===== config.mk =====
export PLATFORM = sky130hd
export DESIGN_NAME = wsflag_unit
export DESIGN_NICKNAME = d
export VERILOG_FILES = /design/src/rtl/wsf_pkg.sv /design/src/rtl/wsf_in_path.sv /design/src/rtl/wsf_out_path.sv /design/src/rtl/wsflag_unit.sv
export SDC_FILE = /design/constraint.sdc
export NUM_CORES = 1
export LEC_CHECK = 0
export CORE_AREA = 2 2 39 41
export CTS_CLUSTER_DIAMETER = 120
export CTS_CLUSTER_SIZE = 20
export DETAILED_ROUTE_END_ITERATION = 12
export DIE_AREA = 0 0 41 43
export DONT_BUFFER_PORTS = 1
export GPL_TIMING_DRIVEN = 1
export PLACE_DENSITY = 0.61
export SETUP_SLACK_MARGIN = 0.15
export SYNTH_ARGS = -nofsm -noshare
export SYNTH_HDL_FRONTEND = slang
export SYNTH_SLANG_ARGS = --single-unit

===== constraint.sdc =====
create_clock -name clk -period 1 [get_ports clk]
set_input_delay 0.2 -clock clk [delete_from_list [all_inputs] [get_ports clk]]
set_output_delay 0.2 -clock clk [all_outputs]
set_load 0.02 [all_outputs]

===== src/rtl/wsf_pkg.sv =====
package wsf_pkg;
  localparam int ADDR_W = 2;

  typedef enum logic [ADDR_W-1:0] {
    REG_MODE  = 2'd0,
    REG_OHOLD = 2'd1,
    REG_ISTAT = 2'd2,
    REG_NONE  = 2'd3
  } reg_addr_e;
endpackage


===== src/rtl/wsf_in_path.sv =====
module wsf_in_path #(
  parameter int NFLAG = 3
) (
  input  logic             clk,
  input  logic             rst_n,
  input  logic [NFLAG-1:0] pin_lvl,
  input  logic             first_bit,
  input  logic             word_xfer,
  output logic [NFLAG-1:0] status_q
);
  logic [NFLAG-1:0] latch_q;
  logic             capture_evt;
  logic             publish_evt;

  assign capture_evt = first_bit;
  assign publish_evt = word_xfer;

  always_ff @(posedge clk or negedge rst_n) begin
    if (!rst_n) begin
      latch_q  <= '0;
      status_q <= '0;
    end else begin
      if (capture_evt) latch_q  <= pin_lvl;
      if (publish_evt) status_q <= latch_q;
    end
  end

  // latch only moves on a capture strobe
  a_r3_latch_hold: assert property (@(posedge clk) disable iff (!rst_n)
    !capture_evt |=> $stable(latch_q));
  // status takes the pre-edge latch value on a transfer
  a_r4_status_copy: assert property (@(posedge clk) disable iff (!rst_n)
    publish_evt |=> status_q == $past(latch_q));
  a_r4_status_hold: assert property (@(posedge clk) disable iff (!rst_n)
    !publish_evt |=> $stable(status_q));
endmodule


===== src/rtl/wsf_out_path.sv =====
module wsf_out_path #(
  parameter int NFLAG = 3
) (
  input  logic             clk,
  input  logic             rst_n,
  input  logic             hold_wr,
  input  logic [NFLAG-1:0] hold_data,
  input  logic             load,
  output logic [NFLAG-1:0] hold_q,
  output logic [NFLAG-1:0] drive_q
);
  logic load_evt;
  assign load_evt = load;

  always_ff @(posedge clk or negedge rst_n) begin
    if (!rst_n) begin
      hold_q  <= '0;
      drive_q <= '0;
    end else begin
      if (hold_wr)  hold_q  <= hold_data;
      if (load_evt) drive_q <= hold_q;
    end
  end

  // load transfers the holding value present before the edge
  a_r7_load_copy: assert property (@(posedge clk) disable iff (!rst_n)
    load_evt |=> drive_q == $past(hold_q));
  // driven stage stable between loads
  a_r8_drive_stable: assert property (@(posedge clk) disable iff (!rst_n)
    !load_evt |=> $stable(drive_q));
  // holding stage changes only on a write
  a_r6_hold_only_on_write: assert property (@(posedge clk) disable iff (!rst_n)
    !hold_wr |=> $stable(hold_q));
endmodule


===== src/rtl/wsflag_unit.sv =====
module wsflag_unit
  import wsf_pkg::*;
#(
  parameter int NFLAG = 3
) (
  input  logic              clk,
  input  logic              rst_n,
  input  logic              wr_en,
  input  logic [ADDR_W-1:0] wr_addr,
  input  logic [NFLAG-1:0]  wr_data,
  input  logic [ADDR_W-1:0] rd_addr,
  output logic [NFLAG-1:0]  rd_data,
  input  logic              rx_first_bit,
  input  logic              rx_word_xfer,
  input  logic              tx_load,
  input  logic [NFLAG-1:0]  flag_i,
  output logic [NFLAG-1:0]  flag_o,
  output logic [NFLAG-1:0]  flag_oe
);
  logic [NFLAG-1:0] mode_q;
  logic [NFLAG-1:0] hold_q;
  logic [NFLAG-1:0] drive_q;
  logic [NFLAG-1:0] status_q;
  logic             mode_wr;
  logic             hold_wr;

  function automatic logic [NFLAG-1:0] read_sel(
    input logic [ADDR_W-1:0] a,
    input logic [NFLAG-1:0]  m,
    input logic [NFLAG-1:0]  h,
    input logic [NFLAG-1:0]  s
  );
    case (reg_addr_e'(a))
      REG_MODE:  return m;
      REG_OHOLD: return h;
      REG_ISTAT: return s;
      default:   return '0;
    endcase
  endfunction

  assign mode_wr = wr_en && (reg_addr_e'(wr_addr) == REG_MODE);
  assign hold_wr = wr_en && (reg_addr_e'(wr_addr) == REG_OHOLD);

  always_ff @(posedge clk or negedge rst_n) begin
    if (!rst_n)       mode_q <= '0;
    else if (mode_wr) mode_q <= wr_data;
  end

  wsf_in_path #(.NFLAG(NFLAG)) u_in (
    .clk       (clk),
    .rst_n     (rst_n),
    .pin_lvl   (flag_i),
    .first_bit (rx_first_bit),
    .word_xfer (rx_word_xfer),
    .status_q  (status_q)
  );

  wsf_out_path #(.NFLAG(NFLAG)) u_out (
    .clk       (clk),
    .rst_n     (rst_n),
    .hold_wr   (hold_wr),
    .hold_data (wr_data),
    .load      (tx_load),
    .hold_q    (hold_q),
    .drive_q   (drive_q)
  );

  genvar gi;
  generate
    for (gi = 0; gi < NFLAG; gi++) begin : g_pad
      assign flag_oe[gi] = mode_q[gi];
      assign flag_o[gi]  = drive_q[gi];
    end
  endgenerate

  assign rd_data = read_sel(rd_addr, mode_q, hold_q, status_q);

  // mode register changes only through a write to its address
  a_r2_mode_stable: assert property (@(posedge clk) disable iff (!rst_n)
    !mode_wr |=> $stable(flag_oe));
  // the spare address never returns data
  a_r9_spare_zero: assert property (@(posedge clk) disable iff (!rst_n)
    (reg_addr_e'(rd_addr) == REG_NONE) |-> rd_data == '0);
endmodule


# After elaboration in Yosys (flattened, before gate mapping)
# Cells that the tools add are included.
dict set report op_classes {
  shifts 0
  n_eq_ne 3
  multipliers 0
  n_reduce_logical 4
  addsub 0
  bitwise_logic 0
  n_mux 1
  order_cmp 0
  n_div 0
}
# operator n
set op_table {}
lappend op_table {{$pmux 3 s3} 1}
lappend op_table {{$eq 2x1->1 const B} 2}
lappend op_table {{$logic_not 2->1} 2}
lappend op_table {{$eq 2x2->1 const B} 1}
lappend op_table {{$logic_and 1x1->1} 2}
dict set report totals {
  regBits 15
  wordCells 13
  mem_bits_rw 0
  inputBits 16
  mem_bits_ro 0
  mem_count 0
  latchBits 0
  output_inout_bits 9
}

# Logic depth before layout (Yosys ltp)
dict set report depth {
  ltp_word 2
  depth_mapped 2
  ltp_nobuf 2
}

# By module
# Synthesis repeated with hierarchy kept, for this count alone.
dict set report hier_totals {
  hier_cells 39
  area_unflattened_um2 635.6
}
# module cells_per_inst area_each_um2 n_inst seq_area_each_um2
set by_module_without_submodules {}
lappend by_module_without_submodules {wsf_in_path 12 217.7 1 150.1}
lappend by_module_without_submodules {wsf_out_path 12 217.7 1 150.1}
lappend by_module_without_submodules {wsflag_unit 15 200.2 1 75.1}

# Worst setup path before layout
# Ideal clock, no wire load.
dict set report synth_path {
  path_kind {register -> output}
  start {register mode_q[0], in the netlist flag_oe[0]}
  end {output port rd_data[0]}
  n_path_buf 0
  t_required_ns 0.800
  t_arrival_ns 0.911
  path_slack_ns -0.111
  stages_incl_launch_ff 3
  path_cell_list {dfrtp_1 mux2i_1 o2bb2ai_1}
}
dict set report synth_via {
  elab_chain_len 1
}
# item line
set synth_rtl {}
lappend synth_rtl {{from (decl)} wsflag_unit.sv:20} ;# logic [NFLAG-1:0] mode_q;
lappend synth_rtl {{from (signal assigned)} wsflag_unit.sv:46} ;# else if (mode_wr) mode_q <= wr_data;
lappend synth_rtl {{$pmux 3 s3} wsflag_unit.sv:33} ;# case (reg_addr_e'(a))
lappend synth_rtl {{to (decl)} wsflag_unit.sv:12} ;# output logic [NFLAG-1:0] rd_data,
# Every way passes these cells.

# Worst setup path after layout
dict set report layout_path {
  start {register u_in.status_q[0]}
  end {output port rd_data[0]}
}
dict set report layout_via {
  elab_chain_len 1
}
# item line
set layout_rtl {}
lappend layout_rtl {{from (decl)} wsf_in_path.sv:9} ;# output logic [NFLAG-1:0] status_q
lappend layout_rtl {{from (signal assigned)} wsf_in_path.sv:24} ;# if (publish_evt) status_q <= latch_q;
lappend layout_rtl {{$pmux 3 s3} wsflag_unit.sv:33}
# Every way passes these cells.

==> impl_metrics.csv <==
group,metric,value,unit
worst_setup_path,arrival,1020,ps
route,via_per_inst,5.667,
worst_setup_path,cpPeakStageDelay,400,ps
die,dieArea,1763,µm²
placed_design,io_buffers,0,
layout,nFillCells,93,
placed_design,finalWeightedCongestion,0.6409,
synth,syn_inst,39,
clock_network,h-tree-depth,1,
worst_setup_path,critPathRequiredTime,800,ps
route,vias,391,
timing,period_share,1.225,
timing,relSlewSlack,0.5610,
worst_setup_path,critical_path_peak_fanout,2,
worst_setup_path,cp_top_family,"flip-flops",
route,drtPass1Iterations,2,
route,routed_wl,1.317,mm
pwr,p_leak,0.3618,nW
route,avgRoutedWirePerCell,19.09,µm
synth,syn_nets,55,
layout,nets,70,
layout,fin_area,865.8,µm²
layout,final_cell_mix,"mux2_2, dfrtp_1, buf_6, clkbuf_4, dfrtp_2",
placed_design,dpl.hpwl,962.9,µm
worst_setup_path,endpoint_kind,"output port",
worst_setup_path,critPathBufInv,0,
timing,slew_viol_final,0,
clock_network,cts_root_buf,"clkbuf_4",
layout,drive_gt1_frac,0.6792,
clock_network,numCtsBuffers,3,
layout,antenna_cells,0,
worst_setup_path,critPathLaunchType,"flip-flop",
clock_network,clkTransAtPathRegs,80,ps
global_routing,grt_overflow_total,0,
synth,ys_seq_area_frac,0.5988,
min_path,min_path_type,"input port to asynchronous set/reset pin",
global_routing,grtUsageTotal,0.1770,
timing,fmax,816.4,MHz
clock_network,clock_path_buffers,2,
worst_setup_path,critPathSlowestCell,"dfrtp_1",
die,die_h,43,µm
pwr,p_total,1.649,mW
clock_network,cts_tree,"yes",
synth,syn_avg_cell_area,16.07,µm²
synth,synth_warnings,0,
die,core-area,1384,µm²
die,dieWidth,41,µm
status,outcome,"finished, violations left",
route,drt-initial-drc-count,2,
layout,areaGrowthSynthToFinish,38.12,%
timing,skew,1.613,ps
synth,ys_types,7,
synth,netlist_area,626.9,µm²
pwr,ir_drop,0.9792,mV
run,maxCapViolCount,0,
timing,fin_ws,-224.9,ps
status,violations,"setup timing",
global_routing,grt_antenna_before_repair,0,
timing,tightestPinTransition,658.6,ps
timing,hold_viol,0,
timing,setup_violations,9,
pwr,power_density,1904,nW/µm²
route,drc,0,
die,ios,25,
layout,fin_util,0.6257,
global_routing,first_global_vias,432,
layout,final_common_cell,"mux2_2",
clock_network,clk_latency,280,ps
clock_network,clock-sinks,15,
global_routing,grt_start_max_net_pins,16,
worst_setup_path,crit_path_cell_trace,"mux2i_1 -> o2bb2ai_2",
die,start_util,0.4530,
synth,synth-seq-cells,15,
timing,rsz0062_at_grt,"true",
route,ant_nets,0,
worst_setup_path,crit_type,"flip-flop to output port",
global_routing,grt_pass1_wl,1.980,mm
die,rows,14,
placed_design,place_area,720.7,µm²
timing,fin_crit,1225,ps
## flip-flops by register name, summed over array words and instances, names as in the netlist
signal,cells
flag_oe,3
u_in.latch_q,3
u_in.status_q,3
u_out.drive_q,3
u_out.hold_q,3
## cell type report
type / count / area (µm²) / share of cell area
Sequential cell: 15 / 379.1 / 0.4379
Clock buffer: 4 / 26.28 / 0.03035
Multi-Input combinational cell: 24 / 330.3 / 0.3815
Tap cell: 16 / 20.02 / 0.02312
Timing Repair Buffer: 10 / 110.1 / 0.1272
## cell families (layout without fill, tap and decap cells)
kind of cell	after synthesis	after routing	share of synthesized area
AO/OA/AOI/OAI	3	3	0.04192
buffers and inverters	0	14	0
flip-flops	15	15	0.5988
multiplexers	18	18	0.3174
AND/OR/NAND/NOR	3	3	0.04192
## per-stage QoR
| stage | instances | TNS (ps) | hold slack, ps | setup slack (ps) |
|---|---|---|---|---|
| 2_1_floorplan | 39 | 0 | -95.59 | 65.13 |
| 3_3_place_gp | 61 | 0 | -95.27 | 88.59 |
| 3_5_place_dp | 61 | 0 | -95.25 | 57.51 |
| 4_1_cts | 68 | -1050 | 57.28 | -223.0 |
| 5_1_grt | 69 | -1409 | 41.98 | -263.3 |
| 6_report | 69 | -1089 | 3.254 | -224.9 |
## synthesized netlist by cell type
| cell | instances | area share |
|---|---|---|
| dfrtp_1 | 15 | 0.60 |
| mux2_2 | 15 | 0.27 |
| mux2i_1 | 3 | 0.048 |
| o2bb2ai_1 | 3 | 0.042 |
| nand3b_1 | 1 | 0.012 |
| nor2b_1 | 1 | 0.010 |
| nor3b_2 | 1 | 0.020 |
## worst paths after layout
| check | start | to | slack, ps | cells after the start |
|---|---|---|---|---|
| min in group clk | wr_data[1] | u_out.hold_q[1]$_DFFE_PN0P_ | 60 | 1 |
| hold reg to reg | u_in.latch_q[0]$_DFFE_PN0P_ | u_in.status_q[0]$_DFFE_PN0P_ | 520 | 1 |
| max in group asynchronous | rst_n | flag_oe[0]$_DFFE_PN0P_ | 540 | 1 |
| hold / removal | rst_n | u_out.hold_q[0]$_DFFE_PN0P_ | 3 | 1 |
| setup / recovery | u_in.status_q[0]$_DFFE_PN0P_ | rd_data[0] | -220 | 2 |
| setup reg to reg | flag_oe[1]$_DFFE_PN0P_ | flag_oe[1]$_DFFE_PN0P_ | 80 | 2 |
## report_power, final
group	internal, mW	switching [mW]	total [mW]	leakage (nW)
logic	0.290	0.199	0.488	0.173
clock network	0.155	0.185	0.340	0.0150
registers	0.716	0.104	0.820	0.174
total	1.16	0.488	1.65	0.362
## layer usage
layer  track usage  vias up  routed length, µm
met5             0        -                  0
met4        0.1267        0                 51
met3       0.04188        4                 80
met2        0.2781       14                692
met1        0.1951      196                493
li1              -      177                  -
## repair_timing
item,4_1_cts,5_1_grt
pin swaps,2,2
hold buffers,1,0
endpoints found under the hold margin,15,0
endpoints found under the setup margin,9,26
gates resized for setup,12,4
setup buffers,2,1
gates cloned,0,0
Power figures use the tool's default switching activity.
